`config.mk`:
```
export PLATFORM = sky130hd
export DESIGN_NAME = sdram_bank_decoder
export DESIGN_NICKNAME = d
export VERILOG_FILES = /design/src/rtl/sdram_dec_pkg.sv /design/src/rtl/bank_cfg_regs.sv /design/src/rtl/bank_window_match.sv /design/src/rtl/lowest_first_pick.sv /design/src/rtl/sdram_bank_decoder.sv
export SDC_FILE = /design/constraint.sdc
export NUM_CORES = 1
export LEC_CHECK = 0
export ABC_AREA = 1
export BUFFER_PORTS_ARGS = -buffer_cell sky130_fd_sc_hd__buf_2
export CAP_MARGIN = 30
export CORE_UTILIZATION = 30
export DETAILED_ROUTE_END_ITERATION = 16
export PLACE_DENSITY = 0.56
export SLEW_MARGIN = 20
export SYNTH_ARGS = -nofsm -noshare
export SYNTH_HDL_FRONTEND = slang
export SYNTH_SLANG_ARGS = --single-unit
export TNS_END_PERCENT = 20
```
`constraint.sdc`:
```
create_clock -name clk -period 3.57 [get_ports clk]
set_input_delay 0 -clock clk [delete_from_list [all_inputs] [get_ports clk]]
set_output_delay 0 -clock clk [all_outputs]
set_load 0.01 [all_outputs]
```
`src/rtl/sdram_dec_pkg.sv`:
```
package sdram_dec_pkg;
  localparam int BASE_LSB      = 23;
  localparam int CODE_LSB      = 17;
  localparam int CODE_W        = 3;
  localparam int EN_BIT        = 0;
  localparam int MIN_SIZE_LOG2 = 22;
  localparam logic [CODE_W-1:0] CODE_RESERVED = 3'd7;
  localparam logic [31:0] STORE_MASK = 32'hFFDE_E001;
  localparam int SLOT_BASE     = 'h40;
  localparam int SLOT_STRIDE   = 4;
endpackage

```
`src/rtl/bank_cfg_regs.sv`:
```
module bank_cfg_regs
  import sdram_dec_pkg::*;
#(
  parameter int NUM_BANKS = 4,
  parameter int ADDR_W    = 32,
  parameter int OFF_W     = 8
) (
  input  logic                             clk,
  input  logic                             rst_n,
  input  logic                             wr_en,
  input  logic [OFF_W-1:0]                 wr_off,
  input  logic [ADDR_W-1:0]                wr_data,
  input  logic [OFF_W-1:0]                 rd_off,
  output logic [ADDR_W-1:0]                rd_data,
  output logic [NUM_BANKS-1:0][ADDR_W-1:0] bank_word
);
  localparam logic [ADDR_W-1:0] MASK_W = ADDR_W'(STORE_MASK);

  logic [NUM_BANKS-1:0] rd_sel;

  for (genvar i = 0; i < NUM_BANKS; i++) begin : g_slot
    localparam logic [OFF_W-1:0] SLOT_OFF = OFF_W'(SLOT_BASE + SLOT_STRIDE * i);
    logic [ADDR_W-1:0] word_q;

    always_ff @(posedge clk) begin
      if (!rst_n) begin
        word_q <= '0;
      end else if (wr_en && (wr_off == SLOT_OFF)) begin
        word_q <= wr_data & MASK_W;
      end
    end

    assign bank_word[i] = word_q;
    assign rd_sel[i]    = (rd_off == SLOT_OFF);
  end

  always_comb begin
    rd_data = '0;
    for (int i = 0; i < NUM_BANKS; i++) begin
      if (rd_sel[i]) rd_data = bank_word[i];
    end
  end
endmodule

```
`src/rtl/bank_window_match.sv`:
```
module bank_window_match
  import sdram_dec_pkg::*;
#(
  parameter int ADDR_W = 32
) (
  input  logic [ADDR_W-1:0] word,
  input  logic              global_en,
  input  logic [ADDR_W-1:0] addr,
  output logic              claim,
  output logic [ADDR_W-1:0] offset
);
  logic [ADDR_W-1:0] base;
  logic [CODE_W-1:0] code;
  logic [ADDR_W:0]   span;
  logic [ADDR_W:0]   limit;
  logic              above_base;
  logic              below_limit;
  logic              usable;

  always_comb begin
    base = '0;
    base[ADDR_W-1:BASE_LSB] = word[ADDR_W-1:BASE_LSB];
    code  = word[CODE_LSB +: CODE_W];
    span  = (ADDR_W+1)'(1) << (MIN_SIZE_LOG2 + int'(code));
    limit = {1'b0, base} + span;
    above_base  = (addr >= base);
    below_limit = ({1'b0, addr} < limit);
    usable = word[EN_BIT] && global_en && (code != CODE_RESERVED);
    claim  = usable && above_base && below_limit;
    offset = addr - base;
  end
endmodule

```
`src/rtl/lowest_first_pick.sv`:
```
module lowest_first_pick #(
  parameter int NUM_BANKS = 4,
  parameter int ADDR_W    = 32,
  parameter int IDX_W     = 2
) (
  input  logic [NUM_BANKS-1:0]             claims,
  input  logic [NUM_BANKS-1:0][ADDR_W-1:0] offsets,
  output logic                             any,
  output logic [IDX_W-1:0]                 idx,
  output logic [ADDR_W-1:0]                offset
);
  always_comb begin
    any    = 1'b0;
    idx    = '0;
    offset = '0;
    for (int i = NUM_BANKS - 1; i >= 0; i--) begin
      if (claims[i]) begin
        any    = 1'b1;
        idx    = IDX_W'(i);
        offset = offsets[i];
      end
    end
  end
endmodule

```
`src/rtl/sdram_bank_decoder.sv`:
```
module sdram_bank_decoder #(
  parameter int NUM_BANKS = 4,
  parameter int ADDR_W    = 32,
  parameter int OFF_W     = 8,
  localparam int IDX_W    = (NUM_BANKS > 1) ? $clog2(NUM_BANKS) : 1
) (
  input  logic              clk,
  input  logic              rst_n,
  input  logic              global_en,
  input  logic              wr_en,
  input  logic [OFF_W-1:0]  wr_off,
  input  logic [ADDR_W-1:0] wr_data,
  input  logic [OFF_W-1:0]  rd_off,
  output logic [ADDR_W-1:0] rd_data,
  input  logic              in_valid,
  output logic              in_ready,
  input  logic [ADDR_W-1:0] in_addr,
  output logic              out_valid,
  input  logic              out_ready,
  output logic              out_hit,
  output logic [IDX_W-1:0]  out_bank,
  output logic [ADDR_W-1:0] out_offset
);
  logic [NUM_BANKS-1:0][ADDR_W-1:0] bank_word;
  logic [NUM_BANKS-1:0]             claims;
  logic [NUM_BANKS-1:0][ADDR_W-1:0] offsets;
  logic                             pick_any;
  logic [IDX_W-1:0]                 pick_idx;
  logic [ADDR_W-1:0]                pick_off;
  logic                             accept;

  bank_cfg_regs #(.NUM_BANKS(NUM_BANKS), .ADDR_W(ADDR_W), .OFF_W(OFF_W)) u_regs (
    .clk(clk), .rst_n(rst_n), .wr_en(wr_en), .wr_off(wr_off), .wr_data(wr_data),
    .rd_off(rd_off), .rd_data(rd_data), .bank_word(bank_word)
  );

  for (genvar i = 0; i < NUM_BANKS; i++) begin : g_match
    bank_window_match #(.ADDR_W(ADDR_W)) u_match (
      .word(bank_word[i]), .global_en(global_en), .addr(in_addr),
      .claim(claims[i]), .offset(offsets[i])
    );
  end

  lowest_first_pick #(.NUM_BANKS(NUM_BANKS), .ADDR_W(ADDR_W), .IDX_W(IDX_W)) u_pick (
    .claims(claims), .offsets(offsets), .any(pick_any), .idx(pick_idx), .offset(pick_off)
  );

  assign in_ready = !out_valid || out_ready;
  assign accept   = in_valid && in_ready;

  always_ff @(posedge clk) begin
    if (!rst_n) begin
      out_valid  <= 1'b0;
      out_hit    <= 1'b0;
      out_bank   <= '0;
      out_offset <= '0;
    end else if (accept) begin
      out_valid  <= 1'b1;
      out_hit    <= pick_any;
      out_bank   <= pick_any ? pick_idx : '0;
      out_offset <= pick_any ? pick_off : '0;
    end else if (out_ready) begin
      out_valid  <= 1'b0;
    end
  end
endmodule

```
==> metrics.md <==
| Metric | Value |
|---|---|
| Drt drc | `0` |
| Initial core utilization | `a little under a third` |
| CTS Root Cell | `clkbuf_16` |
| Mapped Area | `between 9000 and 10000 sq um` |
| Seq/Total Area, Yosys | `about 22%` |
| Gr usage total | `between 20% and 30%` |
| Worst-skew pair later-pin latency | `~370 ps` |
| P_leak | `5.50 nW` |
| Final period util | `100%` |
| Vias per cell | `~4.9` |
| Hold Path Origin | `wr_data[19]` |
| Critical path startpoint category | `register` |
| Leading cell type in the layout, fill and taps excluded | `nand2_1` |
| Critical Path End Type | `register` |
| Max-cap violations | `0` |
| Final wirelength | `between 30 and 40 mm` |
| Psw | `0.821 mW` |
| First-pass GRT wire length | `around 52 mm` |
| Sequential Power Share | `43.6%` |
| Max clock buf depth | `2` |
| Die height | `181 um` |
| Setup Total Neg Slack | `-0.897 ps` |
| F_max | `280 MHz` |
| Area growth syn-to-layout | `31.0%` |
| Die Wd | `around 180 um` |
| R2r worst-path depth | `23` |
| First-pass DRT Iterations | `5` |
| Worst-path clk slew | `~80 ps` |
| Max VDD drop | `roughly 0.24 mV` |
| Clock Skews | `around 10 ps` |
| Post-layout util | `between 30 and 40%` |
| Inst Count DP | `approximately 2000` |
| FF+latch area | `about 2200 sq um` |
| Clk sinks | `approximately 110` |
| Largest net degree at the start of global routing | `67` |
| Final Hold Viols | `0` |
| Avg Cell Area, Syn | `between 6 and 7 sq um` |
| CTS H-Tree Depth | `3` |
| Ys Warns | `0` |
| Status | `finished with violations` |
| Fin Hold WS | `approximately 21 ps` |
| Worst-Margin Slew | `905 ps` |
| Comb pwr share | `17.7%` |
| DRT antenna net count | `0` |
| Netlist cell types | `a little under 50` |
| CTS tree | `yes` |
| Area of the core | `31600 sq um` |
| RSZ-0062 raised after global routing | `true` |
| Synth Register Bits | `about 110` |
| Port Buffers | `between 100 and 150` |
| Fin nets | `between 1500 and 2000` |
| Initial antenna violation count | `0` |
| Min Tclk post-route | `around 3600 ps` |
| Crit Path Max Fanout | `6` |
| Number of diodes | `0` |
| Vias | `between 10000 and 15000` |
| CP Data Required Time | `3860 ps` |
| FF-to-FF End | `out_offset[29]` |
| Crit path launch | `u_regs.g_slot[1].word_q[18]` |
| First DRT Iteration DRCs | `around 600` |
| DPL Wire Length | `approximately 27 mm` |
| Min-delay worst type | `input port to register` |
| TritonCTS Buffers | `9` |
| Fin worst setup slack | `-0.897 ps` |
| Multi-input gate area | `between 6000 and 7000 sq um` |
| Failing checks | `negative setup slack` |
| Final max-slew violation count | `0` |
| CP endpoint | `out_offset[29]` |
| Die ar. | `around 33000 sq um` |
| PwrDens | `around 220 nW/um^2` |
| Critical path arrival | `slightly below 4000 ps` |
| Vias in the first global route | `9308` |
| Power share of the clock group | `a little under 40%` |
| Cell count after synthesis | `approximately 1400` |
| R2R Setup Slk | `-0.9 ps` |
| Drt wl/cell | `~16 um` |
| Routability cong. | `between 0.9 and 1` |
| Most frequent cells in the layout | `232 x nand2_1, 161 x inv_1, 159 x a21oi_1, 126 x buf_2, 121 x buf_4` |
| Fin cells | `just over 2000` |
| # fillers | `3338` |
| Sw frac | `between 20% and 30%` |
| Std cell rows | `65` |
| Slew HR | `around 39%` |
| Boundary Pins | `between 150 and 200` |
| Fraction of layout cells with a size suffix above 1 | `roughly 26%` |
| # setup viols final | `1` |
| Total grt overflow | `0` |
| Crit Path Class | `register to register` |
| Pre-CTS setup slack | `-296 ps` |
| Cell Int Power | `between 1.5 and 2 mW` |
| Worst reg2reg path startpoint | `u_regs.g_slot[1].word_q[18]` |
[routing by layer]
| layer | global-route usage (%) | routed length [um] |
|---|---|---|
| met4 | 5.02 | 756 |
| met5 | 0 | 0 |
| met3 | 4.25 | 2310 |
| met1 | 27.5 | 15900 |
| met2 | 32.7 | 15100 |
[worst max-delay path: stages, from the launching register on]
cell,delay [ps]
dfxtp_2,340
inv_2,50
ha_4,240
nor3_2,180
ha_2,200
inv_1,70
fa_2,360
o21ai_2,160
a21oi_1,90
o21bai_1,220
a21o_1,170
a21oi_2,60
xor2_1,140
ha_1,270
nand2_1,60
nand2_1,50
nand2_2,100
nand2_4,100
buf_4,150
o21ai_1,120
inv_1,50
nand2_1,70
nand3_1,70
a21oi_1,160
[power by group through the flow]
stage / Combinational [mW] / Clock (mW) / Sequential [mW]
finish: 0.491 / 1.07 / 1.21
floorplan: 0.275 / 0 / 1.24
CTS: 0.479 / 1.08 / 1.21
detailed placement: 0.444 / 0 / 1.24
global route: 0.543 / 1.13 / 1.21
global placement: 0.437 / 0 / 1.24
[synthesized netlist by cell type (all sizes together)]
master | instances | share of area (%)
nand4 | 18 | 1.2
o221ai | 3 | 0.27
a31oi | 6 | 0.39
a22oi | 1 | 0.078
nor3b | 1 | 0.13
o22ai | 18 | 1.2
o211ai | 4 | 0.31
fa | 8 | 1.7
conb | 1 | 0.039
nand3b | 4 | 0.31
or2 | 3 | 0.19
nand3 | 68 | 3.5
xor2 | 31 | 2.8
o21bai | 3 | 0.23
clkinv | 1 | 0.039
ha | 129 | 17
buf | 22 | 1.9
o21ai | 112 | 5.8
nor4 | 18 | 1.2
a21oi | 198 | 11
a21o | 13 | 1.0
nor3 | 16 | 0.88
dfxtp | 108 | 22
o21a | 1 | 0.078
xnor2 | 24 | 2.2
nand2 | 273 | 12
a211oi | 2 | 0.21
o31ai | 2 | 0.16
o2111a | 1 | 0.12
o311ai | 1 | 0.091
nor2 | 97 | 4.0
inv | 175 | 6.8
clkbuf | 27 | 1.1
[worst min path at each step]
| stage | depth (start not counted) | end | slack (ps) |
|---|---|---|---|
| final | 3 | u_regs.g_slot[2].word_q[19] | 20 |
| after global routing | 3 | u_regs.g_slot[3].word_q[28] | 30 |
| after CTS | 3 | u_regs.g_slot[1].word_q[19] | 20 |
| after detailed placement | 3 | out_offset[8] | 280 |
| after global placement | 3 | out_offset[8] | 270 |
| after floorplan | 2 | in_ready | 130 |
[state kept, by name, summed over array words and instances (netlist names)]
register,count
u_regs.g_slot.word_q,72
out_offset,32
out_bank,2
out_hit,1
out_valid,1
[layout make-up]
class                      instances  area share [%]
inverter                         176            5.28
clock buffer                       9            1.78
timing repair buffer             287            15.7
tap                              402            3.99
multi-input combinational       1071            55.4
clock inverter                     7           0.684
sequential                       108            17.2
[stage by stage]
stage | power, mW | cell area [sq um]
3_5_place_dp | 1.68 | 11500
5_1_grt | 2.89 | 12600
6_report | 2.77 | 12600
4_1_cts | 2.77 | 12400
3_3_place_gp | 1.67 | 11500
2_1_floorplan | 1.51 | 9700
[logic make-up (layout without fill, tap and decap cells)]
logic type | Yosys count | after routing | synth area share [%]
AO/OA/AOI/OAI | 365 | 365 | 21.1
XOR/XNOR | 55 | 55 | 5.00
adder cells (fa/ha/maj) | 137 | 137 | 18.4
buffers and inverters | 225 | 479 | 9.81
flip-flops | 108 | 108 | 22.5
other | 1 | 14 | 0.0389
AND/OR/NAND/NOR | 498 | 500 | 23.1
[what timing repair did]
action	in CTS	in global routing
setup buffers	3	4
endpoints found under the hold margin	60	0
pin swaps	26	36
hold buffers	31	0
resized for setup	66	45
endpoints found under the setup margin	35	35
gates cloned	2	0
No activity file was read; power rests on OpenSTA's default activity.
